==> src/rtl/sdr_mrs_pkg.sv <==
package sdr_mrs_pkg;

  // Position of the mode fields inside the sampled address word
  localparam int BL_LSB  = 0;
  localparam int BL_W    = 3;
  localparam int BT_BIT  = 3;
  localparam int CL_LSB  = 4;
  localparam int CL_W    = 3;
  localparam int TM_BIT  = 7;
  localparam int FIELD_W = 8;

  typedef struct packed {
    logic [BL_W-1:0] bl_code;
    logic            interleave;
    logic [CL_W-1:0] cl_code;
    logic            test_mode;
  } mode_fields_t;

  typedef enum logic [1:0] {
    ACT_NONE    = 2'd0,
    ACT_REJECT  = 2'd1,
    ACT_BADCODE = 2'd2,
    ACT_WRITE   = 2'd3
  } mrs_action_e;

  function automatic logic bl_code_ok(input logic [BL_W-1:0] c);
    return (c == 3'b001) || (c == 3'b010) || (c == 3'b011);
  endfunction

  // 001 -> 2, 010 -> 4, 011 -> 8
  function automatic logic [3:0] bl_length(input logic [BL_W-1:0] c);
    return 4'd1 << c[1:0];
  endfunction

  function automatic logic cl_code_ok(input logic [CL_W-1:0] c);
    return (c == 3'b010) || (c == 3'b011);
  endfunction

  function automatic logic [1:0] cl_cycles(input logic [CL_W-1:0] c);
    return c[1:0];
  endfunction

  function automatic mode_fields_t split_word(input logic [FIELD_W-1:0] a);
    mode_fields_t f;
    f.bl_code    = a[BL_LSB +: BL_W];
    f.interleave = a[BT_BIT];
    f.cl_code    = a[CL_LSB +: CL_W];
    f.test_mode  = a[TM_BIT];
    return f;
  endfunction

endpackage

==> src/rtl/sdr_mrs_decode.sv <==
module sdr_mrs_decode
  import sdr_mrs_pkg::*;
#(
  parameter int NUM_BANKS = 4,
  parameter int BA_W      = 2
) (
  input  logic                 clk,
  input  logic                 rst_n,
  input  logic                 cke,
  input  logic                 cs_n,
  input  logic                 ras_n,
  input  logic                 cas_n,
  input  logic                 we_n,
  input  logic [FIELD_W-1:0]   field_word,
  input  logic [BA_W-1:0]      ba,
  input  logic [NUM_BANKS-1:0] bank_open,
  input  logic                 busy,
  output mrs_action_e          action,
  output mode_fields_t         fields,
  output logic                 cmd_seen
);

  logic cke_q;
  logic pins_low;
  logic codes_ok;

  always_ff @(posedge clk or negedge rst_n) begin
    if (!rst_n) cke_q <= 1'b0;
    else        cke_q <= cke;
  end

  assign pins_low = ~cs_n & ~ras_n & ~cas_n & ~we_n;
  assign cmd_seen = pins_low & cke & cke_q;
  assign fields   = split_word(field_word);
  assign codes_ok = (ba == '0) && bl_code_ok(fields.bl_code) && cl_code_ok(fields.cl_code);

  always_comb begin
    if (!cmd_seen)                     action = ACT_NONE;
    else if (busy || (|bank_open))     action = ACT_REJECT;
    else if (!codes_ok)                action = ACT_BADCODE;
    else                               action = ACT_WRITE;
  end

endmodule

==> src/rtl/sdr_mrs_busy.sv <==
module sdr_mrs_busy #(
  parameter int BUSY_CYC = 2
) (
  input  logic clk,
  input  logic rst_n,
  input  logic start,
  output logic busy
);

  localparam int CNT_W = $clog2(BUSY_CYC + 1);

  logic [CNT_W-1:0] cnt;

  always_ff @(posedge clk or negedge rst_n) begin
    if (!rst_n)           cnt <= '0;
    else if (start)       cnt <= CNT_W'(BUSY_CYC);
    else if (cnt != '0)   cnt <= cnt - 1'b1;
  end

  assign busy = (cnt != '0);

endmodule

==> src/rtl/sdr_mrs_store.sv <==
module sdr_mrs_store
  import sdr_mrs_pkg::*;
(
  input  logic         clk,
  input  logic         rst_n,
  input  mrs_action_e  action,
  input  mode_fields_t fields,
  output logic [3:0]   burst_len,
  output logic         burst_interleave,
  output logic [1:0]   cas_lat,
  output logic         test_mode,
  output logic         mode_valid,
  output logic         illegal_code,
  output logic         cmd_err,
  output logic         ext_reset
);

  mode_fields_t held;

  always_ff @(posedge clk or negedge rst_n) begin
    if (!rst_n) begin
      held         <= '0;
      mode_valid   <= 1'b0;
      illegal_code <= 1'b0;
      cmd_err      <= 1'b0;
      ext_reset    <= 1'b0;
    end else begin
      cmd_err   <= (action == ACT_REJECT);
      ext_reset <= (action == ACT_WRITE);
      case (action)
        ACT_WRITE: begin
          held         <= fields;
          mode_valid   <= 1'b1;
          illegal_code <= 1'b0;
        end
        ACT_BADCODE: illegal_code <= 1'b1;
        default: ;
      endcase
    end
  end

  assign burst_len        = mode_valid ? bl_length(held.bl_code) : 4'd0;
  assign cas_lat          = mode_valid ? cl_cycles(held.cl_code) : 2'd0;
  assign burst_interleave = held.interleave;
  assign test_mode        = held.test_mode;

endmodule

==> src/rtl/sdr_mode_reg_ctl.sv <==
module sdr_mode_reg_ctl
  import sdr_mrs_pkg::*;
#(
  parameter int ADDR_W    = 13,
  parameter int BA_W      = 2,
  parameter int NUM_BANKS = 4,
  parameter int BUSY_CYC  = 2
) (
  input  logic                 clk,
  input  logic                 rst_n,
  input  logic                 cke,
  input  logic                 cs_n,
  input  logic                 ras_n,
  input  logic                 cas_n,
  input  logic                 we_n,
  input  logic [ADDR_W-1:0]    addr,
  input  logic [BA_W-1:0]      ba,
  input  logic [NUM_BANKS-1:0] bank_open,
  output logic [3:0]           burst_len,
  output logic                 burst_interleave,
  output logic [1:0]           cas_lat,
  output logic                 test_mode,
  output logic                 mode_valid,
  output logic                 illegal_code,
  output logic                 busy,
  output logic                 cmd_err,
  output logic                 ext_reset
);

  mrs_action_e  action;
  mode_fields_t fields;
  logic         cmd_seen;

  // Named events for the checker
  logic ev_write;
  logic ev_reject;
  logic ev_bad_code;

  logic unused_addr_hi;

  generate
    if (ADDR_W > FIELD_W) begin : g_hi
      assign unused_addr_hi = ^addr[ADDR_W-1:FIELD_W];
    end else begin : g_no_hi
      assign unused_addr_hi = 1'b0;
    end
  endgenerate

  sdr_mrs_decode #(
    .NUM_BANKS (NUM_BANKS),
    .BA_W      (BA_W)
  ) u_decode (
    .clk        (clk),
    .rst_n      (rst_n),
    .cke        (cke),
    .cs_n       (cs_n),
    .ras_n      (ras_n),
    .cas_n      (cas_n),
    .we_n       (we_n),
    .field_word (addr[FIELD_W-1:0]),
    .ba         (ba),
    .bank_open  (bank_open),
    .busy       (busy),
    .action     (action),
    .fields     (fields),
    .cmd_seen   (cmd_seen)
  );

  assign ev_write    = (action == ACT_WRITE);
  assign ev_reject   = (action == ACT_REJECT);
  assign ev_bad_code = (action == ACT_BADCODE);

  sdr_mrs_busy #(
    .BUSY_CYC (BUSY_CYC)
  ) u_busy (
    .clk   (clk),
    .rst_n (rst_n),
    .start (ev_write),
    .busy  (busy)
  );

  sdr_mrs_store u_store (
    .clk              (clk),
    .rst_n            (rst_n),
    .action           (action),
    .fields           (fields),
    .burst_len        (burst_len),
    .burst_interleave (burst_interleave),
    .cas_lat          (cas_lat),
    .test_mode        (test_mode),
    .mode_valid       (mode_valid),
    .illegal_code     (illegal_code),
    .cmd_err          (cmd_err),
    .ext_reset        (ext_reset)
  );

endmodule

==> config.mk <==
export PLATFORM = sky130hd
export DESIGN_NAME = sdr_mode_reg_ctl
export DESIGN_NICKNAME = d
export VERILOG_FILES = /design/src/rtl/sdr_mrs_pkg.sv /design/src/rtl/sdr_mrs_decode.sv /design/src/rtl/sdr_mrs_busy.sv /design/src/rtl/sdr_mrs_store.sv /design/src/rtl/sdr_mode_reg_ctl.sv
export SDC_FILE = /design/constraint.sdc
export NUM_CORES = 1
export LEC_CHECK = 0
export BUFFER_PORTS_ARGS = -buffer_cell sky130_fd_sc_hd__buf_2
export CAP_MARGIN = 20
export CORE_MARGIN = 5
export CORE_UTILIZATION = 39
export CTS_CLUSTER_SIZE = 24
export DETAILED_ROUTE_END_ITERATION = 12
export PLACE_DENSITY = 0.85
export SYNTH_ARGS = -nofsm -noshare
export SYNTH_HDL_FRONTEND = slang
export SYNTH_SLANG_ARGS = --single-unit
==> constraint.sdc <==
create_clock -name clk -period 2.1 [get_ports clk]
set_clock_uncertainty 0.2 [all_clocks]
set_input_delay 0.42 -clock clk [delete_from_list [all_inputs] [get_ports clk]]
set_output_delay 0.42 -clock clk [all_outputs]
set_load 0.005 [all_outputs]
# --- Word-level counts from Yosys, hierarchy flattened ---
# Index checks and enable logic that the tools add are counted.
totals:
  regBits: 13
  latchBits: 0
  ramBits: 0
  rom_bits: 0
  in_bits: 26
  out_inout_bits: 13
  wordCells: 48
  mem_count: 0
op_classes:
  n_addsub: 1
  n_mul: 0
  div: 0
  magnitude_cmp: 0
  eq_ne: 8
  shifts: 1
  muxes: 8
  n_bitwise: 9
  reduce_logical: 11
op_table:
  columns: ["cell", "n"]
  rows:
  - ["$eq 3x2->1 const B", 4]
  - ["$mux 2", 5]
  - ["$reduce_bool 2->1", 3]
  - ["$and 1x1->1", 5]
  - ["$eq 2x2->1 const B", 2]
  - ["$logic_or 1x1->1", 4]
  - ["$mux 4", 1]
  - ["$not 1->1", 4]
  - ["$reduce_or 4->1", 1]
  - ["$shl 1x2->4 const A", 1]
  - ["$eq 3x1->1 const B", 1]
  - ["$eq 2x1->1 const B", 1]
  - ["$logic_and 1x1->1", 2]
  - ["$logic_not 2->1", 1]
  - ["$pmux 1 s2", 1]
  - ["$sub 2x1->2 const B", 1]
  - ["$mux 1", 1]

# --- Depth between registers and ports, before layout ---
# Gate-level depths: netlist of the first run.
logic_depth:
  depth_word: 10
  ltp_mapped: 6
  depth_no_buf: 5

# --- Hierarchy ---
# A second synthesis of the first run with hierarchy kept.
unflattened:
  cells_unflattened: 61
  area_unflattened_um2: 694.4
modules_own_cells:
  columns: ["mod", "n_inst", "cells_each", "area_per_inst_um2", "seq_area_each_um2"]
  rows:
  - ["sdr_mrs_store", 1, 29, 427.9, 250.2]
  - ["sdr_mrs_decode", 1, 20, 152.6, 25.0]
  - ["sdr_mrs_busy", 1, 11, 107.6, 50.0]
  - ["sdr_mode_reg_ctl", 1, 1, 6.3, 0.0]

# --- Worst setup path before layout of the first run ---
# No wires, ideal clock.
synth_timing:
  kind: "input to register"
  from: "input port ras_n"
  to: "register u_store.held, in the netlist u_store.burst_interleave"
  setup_ns: 0.125
  arrival_time_ns: 1.486
  required_ns: 1.775
  slack_ns: 0.289
  cell_stages: 5
  n_path_buf: 1
  cell_sequence: "nor4_1 -> nand3_1 -> nor3_2 -> buf_6 -> mux2_4"
synth_via:
  elab_chain_cells: 8
synth_lines:
  columns: ["item", "line_no", "source"]
  rows:
  - ["from (decl)", "sdr_mode_reg_ctl.sv:13", "input logic ras_n,"]
  - ["$not 1->1", "sdr_mrs_decode.sv:32", "assign pins_low = ~cs_n & ~ras_n & ~cas_n & ~we_n;"]
  - ["$and 1x1->1 (3 in series)", "sdr_mrs_decode.sv:32", null]
  - ["$and 1x1->1 (2 in series)", "sdr_mrs_decode.sv:33", "assign cmd_seen = pins_low & cke & cke_q;"]
  - ["$mux 2", "sdr_mrs_decode.sv:38", "if (!cmd_seen) action = ACT_NONE;"]
  - ["$eq 2x2->1", null, null]
  - ["via ev_write", "sdr_mode_reg_ctl.sv:35", "logic ev_write;"]
  - ["to (signal assigned)", "sdr_mrs_store.sv:32", "held <= fields;"]
  - ["to (decl)", "sdr_mrs_store.sv:18", "mode_fields_t held;"]
# The timed path passes the listed nets, and every way through them passes these cells.
# A chain may end at the register's enable or synchronous reset.

# --- Worst setup path after layout of the first run ---
layout_timing:
  from: "register u_busy.cnt[0]"
  to: "output port busy"
layout_via:
  elab_chain_cells: 1
layout_lines:
  columns: ["item", "line_no", "source"]
  rows:
  - ["from (decl)", "sdr_mrs_busy.sv:12", "logic [CNT_W-1:0] cnt;"]
  - ["from (signal assigned)", "sdr_mrs_busy.sv:16", "else if (start) cnt <= CNT_W'(BUSY_CYC);"]
  - ["from (signal assigned)", "sdr_mrs_busy.sv:17", "else if (cnt != '0) cnt <= cnt - 1'b1;"]
  - ["$reduce_bool 2->1", "sdr_mrs_busy.sv:20", "assign busy = (cnt != '0);"]
  - ["to (decl)", "sdr_mode_reg_ctl.sv:25", "output logic busy,"]
# No other way between the ends.

==> summary.txt, run 1 <==
STA
  – Setup tns final: 0 ns
  – Least-Margin Pin Slew: slightly below 0.3 ns
  – Max Transition Viols Final: 0
  – Share of the clock period used by the worst path after layout: 85.66%
  – Max frequency: 555.9 MHz
  – Setup repair after global routing missed its margin: false
  – Final hold vios: 0
  – Number of failing setup endpoints in the final timing report: 0
  – Headroom to the max-slew limit: a little over 80%
  – Min Tclk post-route: around 1.8 ns

Detailed routing
  – WL final: roughly 1200 um
  – Detailed Routing Iterations Pass 1: 1
  – Via density per instance: around 4.6
  – Residual antenna-violating net count after detailed routing: 0
  – Number of remaining DRC errors: 0
  – Number of design-rule violations left by the first detailed-router iteration: 0
  – Via count: about 470
  – DR WL/cell: 12.20 um

Worst setup path
  – Kind of launch point of the worst setup path: flip-flop
  – Req. time, crit path: 1.48 ns
  – Maximum fanout along the worst path: 4
  – Crit path kind: flip-flop to primary output
  – Endpoint kind of the worst setup timing path: primary output
  – Arrival time of data at the critical path endpoint: around 1.2 ns
  – Worst-case register-to-register setup slack: roughly 0.33 ns

Finish
  – Share of final-layout standard cells stronger than drive strength 1: slightly below 60%
  – Finished layout cell area: 822.0 um2
  – Area Overhead vs Synth: 37.74%
  – Layout net count: 113
  – Antenna diode instance count: 0

Synth
  – Area share of the leading cell type in the synthesized netlist: 54.51%
  – Most numerous cell in the Yosys netlist: sky130_fd_sc_hd__dfrtp_1
  – Net Count, Synth: 73
  – Number of warnings reported in the yosys synthesis log: 0
  – Area of the mapped netlist: roughly 600 um2
  – Synthesized instance count: 46
  – Commonest cells post-synth: sky130_fd_sc_hd__dfrtp_1, sky130_fd_sc_hd__mux2_4, sky130_fd_sc_hd__inv_1, sky130_fd_sc_hd__nor2_1, sky130_fd_sc_hd__or2_2
  – Avg Inst Size Synth: around 13 um2
  – Count of flip-flops with a built-in enable after synthesis: 0
  – Area leader, netlist: sky130_fd_sc_hd__dfrtp_1
  – Dominant register cell in the synthesized netlist: sky130_fd_sc_hd__dfrtp_1
  – Sequential fraction of the synthesis area: 54.51%
  – Number of library cell types mapped by synthesis: 23
  – Most area-consuming cells after synthesis: sky130_fd_sc_hd__dfrtp_1, sky130_fd_sc_hd__mux2_4, sky130_fd_sc_hd__nor4_4
  – Post-synthesis register bit count: 13
  – Share of synthesized flip-flops with an asynchronous set or reset: 100.0%

Global route
  – Remaining global-route overflow: 0
  – Maximum number of pins on one net before global-route repair: 14
  – M2 GR Usage: between 15 and 20%
  – Met1 Track Usage GR: roughly an eighth
  – Most Crowded Layer GR: met2
  – Global-route wire length before repair: 2063 um
  – Initial antenna violation count: 0
  – Number of global-route vias before repair: around 460
  – Met3 routing resource usage after global routing: 5.505%
  – Global-route usage over all layers: between 10% and 20%

Floorplanning
  – Width of the die: approximately 50 um
  – Standard-cell row count: 14
  – Initial Util: 40.56%
  – Die height: 49.12 um
  – Placeable core region: between 0.001 and 0.0015 mm2
  – Area of the die: around 0.0024 mm2
  – Ports placed on the boundary: 39

Clock network
  – Reg clk slew, reported paths: around 0.08 ns
  – Insertion delay of the later-clocked pin in the worst-skew pair: 0.27 ns
  – CTS H-Tree Depth: 1
  – TritonCTS clock tree: built
  – Max Root-Sink Buffers: 2
  – Number of buffers added by the clock tree synthesis step: 3
  – Clock Sinks: 13
  – Post-CTS setup buffer count: 0
  – Library cell used as clock root buffer: sky130_fd_sc_hd__clkbuf_4

Pwr
  – Leakage power summed over all cells: 0.4736 nW
  – Max rail drop VDD: about 0.00055 V
  – Pwr/cell area: around 710 mW/mm2

Status
  – Status: finished clean

Min path
  – Worst Hold Class: primary input to flip-flop

Placed design
  – Number of buffers inserted by port buffering: 33
  – HPWL after detailed placement: just over 1000 um
  – DP Area: slightly below 800 um2
  – Gpl congestion: roughly 0.65

Flow run
  – Count of max-cap constraint violations: 0
[critical path, stage by stage, from the launching register on]
cell and delay, ns:
sky130_fd_sc_hd__dfrtp_1 0.39, sky130_fd_sc_hd__inv_1 0.06, sky130_fd_sc_hd__ha_1 0.23, sky130_fd_sc_hd__inv_1 0.10, sky130_fd_sc_hd__buf_2 0.13
[cell type report]
cell class	count	area (um2)
repair buffers	36	190.2
flip-flops and latches	13	325.3
well taps	16	20.02
fillers	139	649.4
clock buffers	4	26.28
multi-input cells	29	249.0
inverters	3	11.26
[logic make-up after synthesis]
family                   count (synthesis)  share of synthesized area (%)
AND/OR/NAND/NOR                         18                          20.75
flip-flops                              13                          54.51
multiplexers                             6                          13.63
buffers and inverters                    4                          3.773
AO/OA/AOI/OAI                            3                          3.773
XOR/XNOR                                 1                          1.468
adder cells (fa/ha/maj)                  1                          2.096
[per-layer routing]
metal / up-vias / share of wire, %
met5: - / 0
li1: 235 / -
met4: 0 / 0
met1: 215 / 39
met2: 18 / 49
met3: 0 / 12
[power breakdown]
| group | total [W] | internal [W] | leakage, nW | switching (W) |
|---|---|---|---|---|
| Clock | 0.000149 | 0.0000733 | 0.0150 | 0.0000758 |
| Combinational | 0.000148 | 0.0000754 | 0.284 | 0.0000722 |
| Sequential | 0.000283 | 0.000274 | 0.175 | 0.00000878 |
[cell usage in the layout, fill, tap and decap left out]
master                          Yosys  layout
sky130_fd_sc_hd__buf_4              0       2
sky130_fd_sc_hd__nor2_1             3       3
sky130_fd_sc_hd__o211ai_1           1       1
sky130_fd_sc_hd__xor2_1             1       1
sky130_fd_sc_hd__nor4_4             1       1
sky130_fd_sc_hd__or2_2              3       3
sky130_fd_sc_hd__nand2_1            1       1
sky130_fd_sc_hd__inv_1              3       3
sky130_fd_sc_hd__clkbuf_4           0       3
sky130_fd_sc_hd__nor3_2             1       1
sky130_fd_sc_hd__mux2_2             1       1
sky130_fd_sc_hd__dfrtp_1           13      13
sky130_fd_sc_hd__and3b_1            1       1
sky130_fd_sc_hd__mux2_4             4       4
sky130_fd_sc_hd__nor4_1             2       2
sky130_fd_sc_hd__dlygate4sd3_1      0       1
sky130_fd_sc_hd__o21ba_2            1       1
sky130_fd_sc_hd__nand2_2            1       1
sky130_fd_sc_hd__clkbuf_1           0       1
sky130_fd_sc_hd__nor3b_1            1       1
sky130_fd_sc_hd__a21oi_1            1       1
sky130_fd_sc_hd__mux2i_1            1       1
sky130_fd_sc_hd__and3_1             1       1
sky130_fd_sc_hd__buf_2              0      33
sky130_fd_sc_hd__nand3_1            1       1
sky130_fd_sc_hd__and2_1             2       2
sky130_fd_sc_hd__ha_1               1       1
[path summary, 6_finish.rpt]
kind | startpoint | to | depth (start not counted)
setup / recovery | u_busy.cnt[0]$_DFFE_PN0P_ | busy | 4
hold / removal | cke | u_decode.cke_q$_DFF_PN0_ | 1
setup reg to reg | u_busy.cnt[0]$_DFFE_PN0P_ | u_store.test_mode$_DFFE_PN0N_ | 6
hold reg to reg | u_store.held[2]$_DFFE_PN0N_ | u_store.held[2]$_DFFE_PN0N_ | 1
max in group asynchronous | rst_n | u_store.burst_interleave$_DFFE_PN0N_ | 2
min in group asynchronous | rst_n | u_store.held[5]$_DFFE_PN0N_ | 2
[sequential cells by signal (all words and copies together) (netlist names)]
name / count
u_store.test_mode: 1
u_store.mode_valid: 1
u_store.held: 4
u_store.cmd_err: 1
u_store.illegal_code: 1
u_store.ext_reset: 1
u_busy.cnt: 2
u_decode.cke_q: 1
u_store.burst_interleave: 1
[stage by stage]
stage / instances / setup slack (ns) / hold slack (ns) / util (%) / power [W]
after floorplan: 46 / 0.2890 / -0.07559 / - / 0.0003830
after global placement: 96 / 0.1275 / 0.1143 / 53.40 / 0.0004285
after detailed placement: 96 / 0.1151 / 0.1238 / 53.40 / 0.0004348
after CTS: 101 / 0.2893 / 0.06425 / 55.87 / 0.0005899
after global routing: 101 / 0.2280 / 0.06019 / 55.87 / 0.0006154
final: 101 / 0.3011 / 0.07275 / 55.87 / 0.0005797
[what timing repair did]
| action | in CTS | in global routing |
|---|---|---|
| resized for setup | 0 | 0 |
| endpoints found under the hold margin | 13 | 0 |
| setup endpoints to repair | 0 | 0 |
| hold buffers | 1 | 0 |
(Power assumes the default switching activity.)
==> inputs of run 2 (changes only) <==
PLACE_DENSITY = 0.87   (was 0.85)
==> summary.txt, run 2 (synthesis gave the netlist of run 1 again) <==
STA
  – Final hold vios: 0
  – Min Tclk post-route: ~1.9 ns
  – Headroom to the max-slew limit: between 80% and 90%
  – Share of the clock period used by the worst path after layout: between 80% and 90%
  – Setup repair after global routing missed its margin: false
  – Max Transition Viols Final: 0
  – Least-Margin Pin Slew: roughly 0.3 ns
  – Setup tns final: 0 ns
  – Number of failing setup endpoints in the final timing report: 0
  – Max frequency: ~530 MHz

Placed design
  – DP Area: approximately 800 um2
  – Number of buffers inserted by port buffering: 33
  – HPWL after detailed placement: 1020 um
  – Gpl congestion: around 0.66
  – Post-placement cell count: 98

Worst setup path
  – Req. time, crit path: 1.48 ns
  – Crit path kind: flip-flop to primary output
  – Arrival time of data at the critical path endpoint: about 1.3 ns
  – Endpoint kind of the worst setup timing path: primary output
  – Kind of launch point of the worst setup path: flip-flop
  – Maximum fanout along the worst path: 3
  – Worst-case register-to-register setup slack: approximately 0.33 ns

Floorplanning
  – Width of the die: roughly 50 um
  – Ports placed on the boundary: 39
  – Area of the die: about 0.0024 mm2
  – Initial Util: around two fifths
  – Standard-cell row count: 14
  – Die height: approximately 50 um
  – Placeable core region: around 0.0015 mm2

Finish
  – Number of flip-flops under the largest register name: 4
  – Final cell count without fillers: approximately 100
  – Finished layout cell area: about 840 um2
  – Top reg by flops: u_store.held
  – Share of final-layout standard cells stronger than drive strength 1: about three fifths
  – Commonest cells after routing, fill and taps aside: sky130_fd_sc_hd__buf_2, sky130_fd_sc_hd__dfrtp_1, sky130_fd_sc_hd__mux2_4, sky130_fd_sc_hd__buf_4
  – Area Overhead vs Synth: 40.25%
  – Antenna diode instance count: 0
  – Largest regs: u_store.held: 4 flops, u_busy.cnt: 2 flops
  – Layout net count: about 120
  – Most common library cell in the layout ignoring fill and taps: sky130_fd_sc_hd__buf_2

Clock network
  – Clock Sinks: 13
  – Library cell used as clock root buffer: sky130_fd_sc_hd__clkbuf_4
  – Total of cells resized after clock tree synthesis: 0
  – CTS H-Tree Depth: 1
  – TritonCTS clock tree: built
  – Number of buffers added by the clock tree synthesis step: 3
  – Max Root-Sink Buffers: 2
  – Reg clk slew, reported paths: approximately 0.080 ns
  – Post-CTS setup buffer count: 0
  – Insertion delay of the later-clocked pin in the worst-skew pair: 0.27 ns

Detailed routing
  – Number of design-rule violations left by the first detailed-router iteration: 0
  – Number of remaining DRC errors: 0
  – Via count: 498
  – DR WL/cell: between 10 and 15 um
  – Residual antenna-violating net count after detailed routing: 0
  – WL final: 1283 um
  – Detailed Routing Iterations Pass 1: 1
  – Via density per instance: approximately 4.8

Flow run
  – Count of max-cap constraint violations: 0

Global route
  – Remaining global-route overflow: 0
  – Number of global-route vias before repair: roughly 500
  – Maximum number of pins on one net before global-route repair: 14
  – Global-route usage over all layers: a little under an eighth
  – Global-route wire length before repair: between 2000 and 2500 um
  – Initial antenna violation count: 0

Status
  – Status: finished clean

Pwr
  – Leakage power summed over all cells: between 0.4 and 0.5 nW
  – Max rail drop VDD: 0.0004630 V
  – Pwr/cell area: 714.5 mW/mm2

Min path
  – Worst Hold Class: primary input to flip-flop
[run 2: final cells by class]
class	instances	area, um2
Clock buffer	4	26.28
Fill cell	134	634.4
Inverter	3	11.26
Multi-Input combinational cell	29	249.0
Sequential cell	13	325.3
Tap cell	16	20.02
Timing Repair Buffer	38	205.2
[run 2: per-stage QoR]
step / hold slack [ns] / power, W / util (%) / setup WS, ns
floorplan: -0.07559 / 0.0003830 / - / 0.2890
global placement: 0.1151 / 0.0004422 / 54.42 / 0.09059
detailed placement: 0.1240 / 0.0004488 / 54.42 / 0.08195
CTS: 0.05434 / 0.0006110 / 56.89 / 0.2185
global route: 0.05819 / 0.0006411 / 56.89 / 0.1629
finish: 0.06877 / 0.0005981 / 56.89 / 0.2235
[run 2: worst paths after layout]
path,startpoint,endpoint,cells past startpoint
max in group asynchronous,rst_n,u_store.held[5]$_DFFE_PN0N_,2
setup reg to reg,u_busy.cnt[0]$_DFFE_PN0P_,u_store.burst_interleave$_DFFE_PN0N_,6
min in group asynchronous,rst_n,u_store.test_mode$_DFFE_PN0N_,2
setup / recovery,u_busy.cnt[0]$_DFFE_PN0P_,busy,5
hold reg to reg,u_store.held[2]$_DFFE_PN0N_,u_store.held[2]$_DFFE_PN0N_,1
hold / removal,cke,u_decode.cke_q$_DFF_PN0_,1
[run 2: worst max-delay path: stages, from the launching register on]
cell and delay [ns]:
sky130_fd_sc_hd__dfrtp_1 0.37, sky130_fd_sc_hd__inv_1 0.05, sky130_fd_sc_hd__ha_1 0.21, sky130_fd_sc_hd__buf_4 0.15, sky130_fd_sc_hd__inv_1 0.08, sky130_fd_sc_hd__buf_2 0.12
[run 2: routing by layer]
metal  wire [um]  part of all wire [%]  global-route usage (%)
met5           0                     0                       0
met4           0                     0                   5.381
met3         145                    11                   5.199
met2         658                    51                   19.96
met1         479                    37                   12.26
[run 2: power breakdown]
part	total (W)	internal (W)	switching, W
Clock	0.000153	0.0000735	0.0000792
Combinational	0.000161	0.0000862	0.0000746
Sequential	0.000285	0.000274	0.0000102
[run 2: what timing repair did]
item	CTS	global route
hold buffers	1	0
endpoints found under the hold margin	13	0
endpoints found under the setup margin	0	0
==> inputs of run 3 (changes only) <==
CORE_UTILIZATION = 42   (was 39)
CTS_CLUSTER_SIZE = default   (was 24)
HOLD_SLACK_MARGIN = 0.03   (was default)
PLACE_DENSITY = 0.89   (was 0.87)
SYNTH_HIERARCHICAL = 1   (was default)
==> summary.txt, run 3 <==
Synth
  – Number of warnings reported in the yosys synthesis log: 6
  – Net Count, Synth: 85
  – Area of the mapped netlist: a little under 700 um2
  – Synthesized instance count: 58
  – Avg Inst Size Synth: 11.65 um2

Worst setup path
  – Worst-case register-to-register setup slack: 0.13 ns
  – Maximum fanout along the worst path: 8
  – CP Depth: 8
  – Critical path endpoint: u_store/test_mode$_DFFE_PN0N_
  – Number of buffer and inverter instances along the worst setup path: 2
  – Reg2Reg Capture Point: u_store/test_mode$_DFFE_PN0N_
  – CP max-delay cell: sky130_fd_sc_hd__dfrtp_1
  – List of cells traversed by the critical path: inv_1, ha_1, inv_1, nor2_1, nand2_1, nor2_1, nand2_4, mux2_4
  – Worst setup startpoint: u_busy/cnt[0]$_DFFE_PN0P_
  – Slowest cell delay on critical path: slightly below 0.4 ns
  – Logic depth of the worst register-to-register path: 8
  – Endpoint kind of the worst setup timing path: flip-flop
  – Family with the most delay on the worst path: simple AND/OR/NAND/NOR gates
  – RR Startpoint: u_busy/cnt[0]$_DFFE_PN0P_
  – Req. time, crit path: about 2.1 ns
  – Kind of launch point of the worst setup path: flip-flop
  – Crit path kind: flip-flop to flip-flop
  – Arrival time of data at the critical path endpoint: between 1.5 and 2 ns

STA
  – Setup tns final: 0 ns
  – Headroom to the max-slew limit: around four fifths
  – Max Transition Viols Final: 0
  – Min Tclk post-route: 1.974 ns
  – Least-Margin Pin Slew: 0.3210 ns
  – Share of the clock period used by the worst path after layout: a little over nine tenths
  – Max frequency: 506.5 MHz
  – Number of failing setup endpoints in the final timing report: 0
  – Setup repair after global routing missed its margin: false
  – Final hold vios: 0

Clock network
  – Insertion delay of the later-clocked pin in the worst-skew pair: 0.27 ns
  – Total of cells resized after clock tree synthesis: 0
  – CTS H-Tree Depth: 1
  – Post-CTS setup buffer count: 0
  – Reg clk slew, reported paths: 0.07 ns
  – TritonCTS clock tree: built
  – Number of buffers added by the clock tree synthesis step: 3
  – Max Root-Sink Buffers: 2
  – Clock Sinks: 13
  – Library cell used as clock root buffer: sky130_fd_sc_hd__clkbuf_4

Finish
  – Area Overhead vs Synth: 28.33%
  – Final cell count without fillers: 108
  – Antenna diode instance count: 0
  – Top reg by flops: u_store/held
  – Area used by multi-input combinational logic: approximately 290 um2
  – Number of flip-flops under the largest register name: 4
  – Share of final-layout standard cells stronger than drive strength 1: between 50% and 60%
  – Largest regs: u_store/held: 4 flops, u_busy/cnt: 2 flops
  – Commonest cells after routing, fill and taps aside: sky130_fd_sc_hd__buf_2, sky130_fd_sc_hd__dfrtp_1, sky130_fd_sc_hd__mux2_4, sky130_fd_sc_hd__inv_1, sky130_fd_sc_hd__nor2_1
  – Register area: between 300 and 400 um2
  – Layout net count: between 100 and 150
  – Most common library cell in the layout ignoring fill and taps: sky130_fd_sc_hd__buf_2
  – Fill cell instance count of the final layout: roughly 120

Min path
  – Cells on Worst Hold Path: 1
  – Worst Hold Class: primary input to flip-flop

Detailed routing
  – Via density per instance: approximately 4.8
  – Via count: approximately 510
  – Number of design-rule violations left by the first detailed-router iteration: 10
  – Detailed Routing Iterations Pass 1: 4
  – WL final: between 1000 and 1500 um
  – DR WL/cell: 12.97 um
  – Number of remaining DRC errors: 0
  – Residual antenna-violating net count after detailed routing: 0

Status
  – Status: finished clean

Placed design
  – Gpl congestion: ~0.74
  – Number of buffers inserted by port buffering: 33
  – Post-placement cell count: around 100

Floorplanning
  – Standard-cell row count: 14
  – Area of the die: 0.002511 mm2
  – Initial Util: 44.33%
  – Ports placed on the boundary: 39
  – Width of the die: around 50 um
  – Die height: ~50 um
  – Placeable core region: around 0.0015 mm2

Pwr
  – Leakage power summed over all cells: 0.5365 nW
  – Max rail drop VDD: around 0.0003 V
  – Pwr/cell area: just under 700 mW/mm2

Global route
  – Global-route usage over all layers: 11.54%
  – Maximum number of pins on one net before global-route repair: 14
  – Number of global-route vias before repair: 499
  – Initial antenna violation count: 0
  – Remaining global-route overflow: 0
  – Global-route wire length before repair: 2187 um

Flow run
  – Count of max-cap constraint violations: 0
## run 3: worst min path at each step
stage               startpoint  slack [ns]                        end
global placement         rst_n        0.11   u_decode/cke_q$_DFF_PN0_
detailed placement       rst_n        0.12  u_busy/cnt[1]$_DFFE_PN0P_
global route               cke        0.04   u_decode/cke_q$_DFF_PN0_
finish                     cke        0.06   u_decode/cke_q$_DFF_PN0_
floorplan                rst_n       -0.08  u_busy/cnt[0]$_DFFE_PN0P_
CTS                        cke        0.05   u_decode/cke_q$_DFF_PN0_
## run 3: routing by layer
layer  part of all wire, %  GRT usage (%)  vias up  wire, um
li1                      -              -      255         -
met1                    42          13.30      236       594
met2                    48          17.99       19       672
met3                   5.9          1.807        4        83
met4                   3.6          10.48        0        51
met5                     0              0        -         0
## run 3: layout make-up
cell class              count  share of cell area, %
clock buffers               4                  3.030
multi-input cells          34                  33.04
well taps                  16                  2.309
flip-flops and latches     13                  37.52
repair buffers             36                  21.93
inverters                   5                  2.165
## run 3: where the power goes
group | internal, W | total [W] | switching [W]
logic | 0.0000751 | 0.000146 | 0.0000713
clock network | 0.0000737 | 0.000151 | 0.0000774
registers | 0.000274 | 0.000286 | 0.0000129
total | 0.000422 | 0.000584 | 0.000162
## run 3: timing repair
action,4_1_cts,5_1_grt
setup endpoints to repair,0,0
hold buffers,1,0
endpoints found under the hold margin,13,0
## run 3: stage by stage
stage	total power, W	hold WS (ns)	instance area, um2	worst slack, ns	utilization, %
floorplan	0.0003874	-0.07559	675.6	0.2258	-
global placement	0.0004185	0.1096	830.8	0.1060	54.52
detailed placement	0.0004316	0.1192	830.8	0.06814	54.52
CTS	0.0005928	0.05289	867.1	0.1323	56.90
global route	0.0006238	0.04488	867.1	0.05162	56.90
finish	0.0005839	0.06012	867.1	0.1258	56.90
## run 3: worst register-to-register path, delay by kind of cell, from the launching register on
family | cells | cell delay (ns)
adders and majority gates | 1 | 0.21
and+or+nand+nor | 4 | 0.59
muxes | 1 | 0.33
buffers and inverters | 2 | 0.13
DFF | 1 | 0.39
